$ cat src/rtl/vp_pkg.sv
package vp_pkg;
  typedef enum logic [1:0] {
    ES_BYTE = 2'd0,
    ES_HALF = 2'd1,
    ES_WORD = 2'd2,
    ES_DBL  = 2'd3
  } elem_size_e;

  localparam int unsigned IDX_W = 3;
endpackage

$ cat src/rtl/vp_slice_shift.sv
// Selects the packed slice by shifting the whole vector right by index * N.
// A single full-width shift handles slices that straddle 64-bit words.
module vp_slice_shift
  import vp_pkg::*;
#(
  parameter int unsigned VLEN_BITS = 512
) (
  input  logic [VLEN_BITS-1:0]   vec_i,
  input  elem_size_e             es_i,
  input  logic [IDX_W-1:0]       idx_i,
  output logic [VLEN_BITS/8-1:0] slice_o,
  output logic                   legal_o
);
  localparam int unsigned VBYTES = VLEN_BITS / 8;
  localparam int unsigned SHW    = $clog2(VLEN_BITS);
  localparam logic [SHW-1:0] N_HALF = SHW'(VBYTES / 2);
  localparam logic [SHW-1:0] N_WORD = SHW'(VBYTES / 4);
  localparam logic [SHW-1:0] N_DBL  = SHW'(VBYTES / 8);

  logic [SHW-1:0]       shamt;
  logic [VLEN_BITS-1:0] shifted;

  always_comb begin
    shamt   = '0;
    legal_o = 1'b0;
    unique case (es_i)
      ES_BYTE: begin
        legal_o = (idx_i == '0);
      end
      ES_HALF: begin
        legal_o = (idx_i[2:1] == 2'b00);
        shamt   = {SHW{idx_i[0]}} & N_HALF;
      end
      ES_WORD: begin
        legal_o = ~idx_i[2];
        shamt   = SHW'(idx_i[1:0]) * N_WORD;
      end
      ES_DBL: begin
        legal_o = 1'b1;
        shamt   = SHW'(idx_i) * N_DBL;
      end
      default: begin
        legal_o = 1'b0;
      end
    endcase
  end

  assign shifted = vec_i >> shamt;
  assign slice_o = shifted[VBYTES-1:0];
endmodule

$ cat src/rtl/vp_bit_scatter.sv
// Places packed slice bit i on predicate bit i * element_bytes; zero elsewhere.
module vp_bit_scatter
  import vp_pkg::*;
#(
  parameter int unsigned VBYTES = 64
) (
  input  logic [VBYTES-1:0] slice_i,
  input  elem_size_e        es_i,
  output logic [VBYTES-1:0] pred_o
);
  for (genvar j = 0; j < VBYTES; j++) begin : g_pos
    logic from_half, from_word, from_dbl;

    if ((j % 2) == 0) begin : g_h
      assign from_half = slice_i[j/2];
    end else begin : g_hz
      assign from_half = 1'b0;
    end

    if ((j % 4) == 0) begin : g_w
      assign from_word = slice_i[j/4];
    end else begin : g_wz
      assign from_word = 1'b0;
    end

    if ((j % 8) == 0) begin : g_d
      assign from_dbl = slice_i[j/8];
    end else begin : g_dz
      assign from_dbl = 1'b0;
    end

    always_comb begin
      unique case (es_i)
        ES_BYTE: pred_o[j] = slice_i[j];
        ES_HALF: pred_o[j] = from_half;
        ES_WORD: pred_o[j] = from_word;
        ES_DBL:  pred_o[j] = from_dbl;
        default: pred_o[j] = 1'b0;
      endcase
    end
  end
endmodule

$ cat src/rtl/vec2pred_spread.sv
module vec2pred_spread
  import vp_pkg::*;
#(
  parameter int unsigned VLEN_BITS = 512
) (
  input  logic                   clk,
  input  logic                   rst_n,
  input  logic                   start,
  input  logic [VLEN_BITS-1:0]   vec_in,
  input  logic [1:0]             elem_size,
  input  logic [2:0]             slice_idx,
  output logic                   done,
  output logic [VLEN_BITS/8-1:0] pred_out,
  output logic                   idx_illegal
);
  localparam int unsigned VBYTES = VLEN_BITS / 8;

  elem_size_e        es;
  logic [VBYTES-1:0] slice;
  logic [VBYTES-1:0] spread;
  logic              legal;

  logic [VBYTES-1:0] pred_d, pred_q;
  logic              ill_d, ill_q;
  logic              done_d, done_q;

  assign es = elem_size_e'(elem_size);

  vp_slice_shift #(.VLEN_BITS(VLEN_BITS)) u_shift (
    .vec_i   (vec_in),
    .es_i    (es),
    .idx_i   (slice_idx),
    .slice_o (slice),
    .legal_o (legal)
  );

  vp_bit_scatter #(.VBYTES(VBYTES)) u_scatter (
    .slice_i (slice),
    .es_i    (es),
    .pred_o  (spread)
  );

  // next state
  always_comb begin
    done_d = start;
    pred_d = pred_q;
    ill_d  = ill_q;
    if (start) begin
      pred_d = legal ? spread : '0;
      ill_d  = ~legal;
    end
  end

  // registers
  always_ff @(posedge clk or negedge rst_n) begin
    if (!rst_n) begin
      done_q <= 1'b0;
      pred_q <= '0;
      ill_q  <= 1'b0;
    end else begin
      done_q <= done_d;
      if (start) begin
        pred_q <= pred_d;
        ill_q  <= ill_d;
      end
    end
  end

  assign done        = done_q;
  assign pred_out    = pred_q;
  assign idx_illegal = ill_q;
endmodule

$ cat config.mk
export PLATFORM = sky130hd
export DESIGN_NAME = vec2pred_spread
export DESIGN_NICKNAME = d
export VERILOG_FILES = /design/src/rtl/vp_pkg.sv /design/src/rtl/vp_slice_shift.sv /design/src/rtl/vp_bit_scatter.sv /design/src/rtl/vec2pred_spread.sv
export SDC_FILE = /design/constraint.sdc
export NUM_CORES = 1
export LEC_CHECK = 0
export BUFFER_PORTS_ARGS = -buffer_cell sky130_fd_sc_hd__clkbuf_2
export CAP_MARGIN = 5
export CORE_AREA = 2 2 230 232
export CTS_CLUSTER_DIAMETER = 60
export DETAILED_ROUTE_END_ITERATION = 10
export DIE_AREA = 0 0 232 234
export GPL_ROUTABILITY_DRIVEN = 0
export PLACE_DENSITY_LB_ADDON = 0.05
export RECOVER_POWER = 100
export SYNTH_ARGS = -nofsm -noshare
export SYNTH_HDL_FRONTEND = slang
export SYNTH_SLANG_ARGS = --single-unit
export TNS_END_PERCENT = 100
$ cat constraint.sdc
create_clock -name clk -period 0.95 [get_ports clk]
set_input_delay 0.285 -clock clk [delete_from_list [all_inputs] [get_ports clk]]
set_output_delay 0.285 -clock clk [all_outputs]
set_load 0.1 [all_outputs]
# After elaboration in Yosys (flattened, before gate mapping)

Cells that the tools add are included.

Add/subtract/negate cells: 0
Reduce and logical (&&, ||, !) cells: 6
Multiply operators: 0
Order comparisons: 0
Shifts and indexed selects: 1
Div/mod/pow operators: 0
Eq/ne operators: 3
Bitwise operators: 2
Muxes and demuxes: 67

Operators with widths:

| cell                 | count |
|---|---|
| $shr A512 B6 Y64     | 1 |
| $mux W64             | 1 |
| $pmux W1 S2          | 32 |
| $pmux W1 S4          | 16 |
| $pmux W1 S3          | 16 |
| $pmux W6 S3          | 1 |
| $eq A2 B2 Y1 const B | 2 |
| $logic_not A2 Y1     | 2 |
| $reduce_or A4 Y1     | 1 |
| $logic_not A3 Y1     | 1 |
| $reduce_or A3 Y1     | 1 |
| $eq A2 B1 Y1 const B | 1 |
| $not A1 Y1           | 2 |
| $reduce_or A2 Y1     | 1 |
| $mux W1              | 1 |

Bits of input ports: 520
Bits in writable memories: 0
ROM bits: 0
Bits in registers: 66
Logic and storage cells: 82
Memories kept: 0
Latch bits: 0

# Depth between registers and ports, before layout

Depth in word-level cells: 5
Depth in mapped cells: 10
Gate-level depth less buffers: 6

# By module

Synthesis repeated with hierarchy kept, for this count alone.

Cell total of the unflattened synthesis: 915
Area, all modules: 7,886.3 um^2

By module, submodules not included:

| module          | cells an instance | area each (um^2) | times used |
|---|---|---|---|
| vp_slice_shift  | 525               | 4,341.7          | 1 |
| vec2pred_spread | 281               | 2,676.3          | 1 |
| vp_bit_scatter  | 109               | 868.3            | 1 |

# Worst setup path before layout

OpenSTA, ideal clock, no wires.

Kind: input -> register
From: in elem_size[0]
To: reg pred_q[42] (netlist: pred_out[42])
Slack: -0.962 ns
Data required time: 0.824 ns
Buffers on the path: 2
Data arrival time: 1.786 ns
Library setup time: 0.126 ns
Stages on the path: 8
Cells stage by stage: buf_6 -> mux2_4 -> buf_6 -> and3_1 -> a211oi_2 -> a21oi_1 -> a21o_1 -> a221o_1

Word-level cells in the longest chain between the ends: 5
Elaborated cells on any way between the ends: 10
Classes of those cells: 3 x eq/ne; 1 x shift; 4 x mux; 2 x reduce/logical

Ends and longest elaborated chain:

| element                                      | RTL line                                   | text |
|---|---|---|
| start, declared                              | vec2pred_spread.sv:10                      | `input logic [1:0] elem_size,` |
| $eq A2 B2 Y1 or $eq A2 B1 Y1 (tied branches) | vp_slice_shift.sv:26, vp_bit_scatter.sv:33 |  |
| $pmux W6 S3                                  | vp_slice_shift.sv:26                       | `unique case (es_i)` |
| $shr A512 B6 Y64                             | vp_slice_shift.sv:48                       | `assign shifted = vec_i >> shamt;` |
| $pmux W1 S3                                  | vp_bit_scatter.sv:33                       | `unique case (es_i)` |
| $mux W64 *                                   | vec2pred_spread.sv:49                      | `pred_d = legal ? spread : '0;` |
| end signal, assigned                         | vec2pred_spread.sv:63                      | `pred_q <= pred_d;` |
| end, declared                                | vec2pred_spread.sv:23                      | `logic [VBYTES-1:0] pred_d, pred_q;` |

Every way passes the cells marked *; elsewhere a longest branch is shown, timed or not.
A chain may end at the register's enable or synchronous reset.

# Worst setup path after layout

From: in elem_size[0]
To: reg pred_q[46] (netlist: pred_out[46])

The elaborated chain is that of the path after synthesis.

==> impl_metrics.toml <==
[routing]
drt_wl_total_mm = 42.66
wl_per_cell_um = 24.14
drc = 0
antenna_left = 0
vias = 7238
first_pass_iters = 4
via_per_inst = 4.096
drtIter0Drc = 423

[worst_setup_path]
start_kind = "input pin"
crit_buf_inv = 3
cp_top_family = "multiplexers"
end_kind = "flip-flop"
criticalPathCategory = "in -> reg"
cp_common_cell = "mux2i_4"
crit_chain = "buf_12, buf_8, mux2i_4, nor2_8, buf_6, mux2i_4, a21oi_2, mux2_4, a221o_1"
cpPeakStageDelay_ps = 310
path_max_fanout = 8
worstPathArrival_ps = 2060
crit_slowest_cell = "mux2_4"
required_ps = 1190

[timing]
timing.final.ws_setup_ps = -871.4
fin_crit_sh_pct = 191.7
rsz0062_at_grt = "yes"
finalSetupViolations = 194
fmax_mhz = 549.0
final.min_clock_period_ps = 1821
finalHoldViolCount = 0
tightest_slew_ps = 565.9
fin_skew_ps = 0
slew_headroom_pct = 62.27
drv_slew = 0
tns_ps = -69960

[clock_network]
cts_tree = "built"
clkLatencyLatePin_ps = 360
cts.clk_slew.worst_paths_ps = 60
clk_path_buf_depth = 2
cts-root-buf = "clkbuf_16"
htreeDepth = 3
cts_inserted_buffers = 9
cts_sinks = 66

[global_routing]
grt_remaining_overflow = 0
grt_first_pass_wirelength_mm = 60.44
groute.layer.met1.usage_pct = 21.06
grt_max_degree = 40
grt_usage_pct = 15.79
antenna_found_initial = 0
use_met2_pct = 26.40
gr-max-usage-layer = "met2"
globalRouteMet3Util_pct = 2.578
grt_pass1_vias = 7992

[yosys]
yosysSeqAreaShare_pct = 29.10
synth_cells = 619
synth_area_um2 = 5675
synthFlopType = "dfrtp_1"
yosysTopAreaCell = "dfrtp_1"
syn_area_per_cell_um2 = 9.169
syn_nets = 1139
yosysMostFrequentCell = "dfrtp_1"
synth.distinct_cells = 89
synth_top_area_share_pct = 29.10
synth_edf_count = 0
yosysWarningCount = 0
ys_top_cells_by_area = "dfrtp_1 29%, mux2i_1 4.4%, a21oi_1 4.0%, a211oi_1 3.3%, o2bb2ai_1 3.2%"
netlist_top_cells_count = "66 x dfrtp_1, 48 x nand2_1, 45 x a21oi_1, 38 x nor2_1"
async_flop_share_pct = 100.0
ys_ff_latch = 66

[floorplanning]
io_pins = 586
rows = 84
start_util_pct = 10.91
die-area_um2 = 54290
fp.dieH_um = 234
coreArea_um2 = 52020
fp.dieW_um = 232

[final_layout]
areaGrowthSynthToFinish_pct = 131.1
diodes = 0
fin_nets = 1594
finalNonFillerCells = 1767
fill_cells = 5587
multi_input_area_um2 = 4946
regArea_um2 = 1734
drive_gt1_share_pct = 75.35

[place]
place_inst = 1652
place_hpwl_mm = 34.09
portBuffers = 158

[power]
p_leak_nw = 5.410
ir_drop_uv = 721.9
power_mw = 14.24
p_per_area_nw_per_um2 = 1086

[status]
status = "finished, violations left"
violations = "setup timing"

[flow_run]
cap_violations = 0

[worst_hold_path]
min_path_type = "in -> reg"
## final cells by class
class	instances	area share [%]
flip-flops and latches	66	13.22
multi-input cells	478	37.71
well taps	688	6.563
clock inverters	6	0.6773
clock buffers	10	1.822
inverters	12	0.3434
repair buffers	507	39.66
## logic make-up (layout without fill, tap and decap cells)
logic type / count (synthesis) / after routing / synth area share (%)
AO/OA/AOI/OAI: 259 / 259 / 35.23
buffers and inverters: 75 / 535 / 8.355
flip-flops: 66 / 66 / 29.10
multiplexers: 47 / 47 / 10.89
AND/OR/NAND/NOR: 172 / 172 / 16.42
## final timing paths
check	from	to	slack, ps	cells after the start
min	start	done	350	2
min reg2reg	pred_out[49]	pred_out[49]	530	1
max	elem_size[0]	pred_out[46]	-870	9
max reg2reg	pred_out[16]	pred_out[16]	-190	4
min in group asynchronous	rst_n	idx_illegal	430	2
max in group asynchronous	rst_n	pred_out[41]	-120	3
## stage by stage
step                      worst slack (ps)  hold WS (ps)  util (%)  cell area [um^2]
after floorplan                     -939.1        -10.59         -              6210
after global placement               -1561         122.4     19.88             10340
after detailed placement             -1552         123.4     19.88             10340
after CTS                           -868.4         264.4     23.98             12480
after global routing                -908.7         356.6     25.21             13120
final                               -871.4         354.4     25.21             13120
## power by group
group / total (mW) / internal, mW / switching (mW) / leakage (nW)
Combinational: 7.19 / 3.24 / 3.95 / 4.46
Sequential: 3.17 / 2.98 / 0.192 / 0.796
Clock: 3.88 / 2.38 / 1.50 / 0.155
Total: 14.2 / 8.60 / 5.64 / 5.41
## layer usage
| metal | wire (um) | share of wire (%) |
|---|---|---|
| met1 | 19520 | 46 |
| met2 | 20550 | 48 |
| met3 | 1680 | 3.9 |
| met4 | 905 | 2.1 |
| met5 | 0 | 0 |
## sequential cells by signal (all words and copies together), names as in the netlist
register and cells:
pred_out 64, done 1, idx_illegal 1
## worst register-to-register path: cells and delay by family, from the launching register on
kind	cells	cell delay, ps
compound gates	3	450
simple gates	1	160
flops	1	410
## cell usage in the layout (no fill, tap or decap), types with 14 or more instances in the layout
cell / netlist / final
a21oi_1: 45 / 18
buf_4: 9 / 231
o2bb2ai_2: 1 / 17
mux2i_4: 2 / 14
a21oi_2: 0 / 21
a22o_1: 15 / 15
dfrtp_2: 0 / 66
clkbuf_2: 1 / 86
nor2_1: 38 / 22
buf_6: 13 / 82
a211oi_2: 1 / 16
nand2_1: 48 / 37
buf_12: 2 / 93
## timing repair
action / in CTS / in global routing
gates cloned: 3 / 1
hold endpoints to repair: 66 / 0
buffers inserted: 76 / 41
hold buffers: 1 / 0
setup endpoints to repair: 131 / 131
pin swaps: 63 / 62
resized for setup: 239 / 100
(Power assumes the default switching activity.)
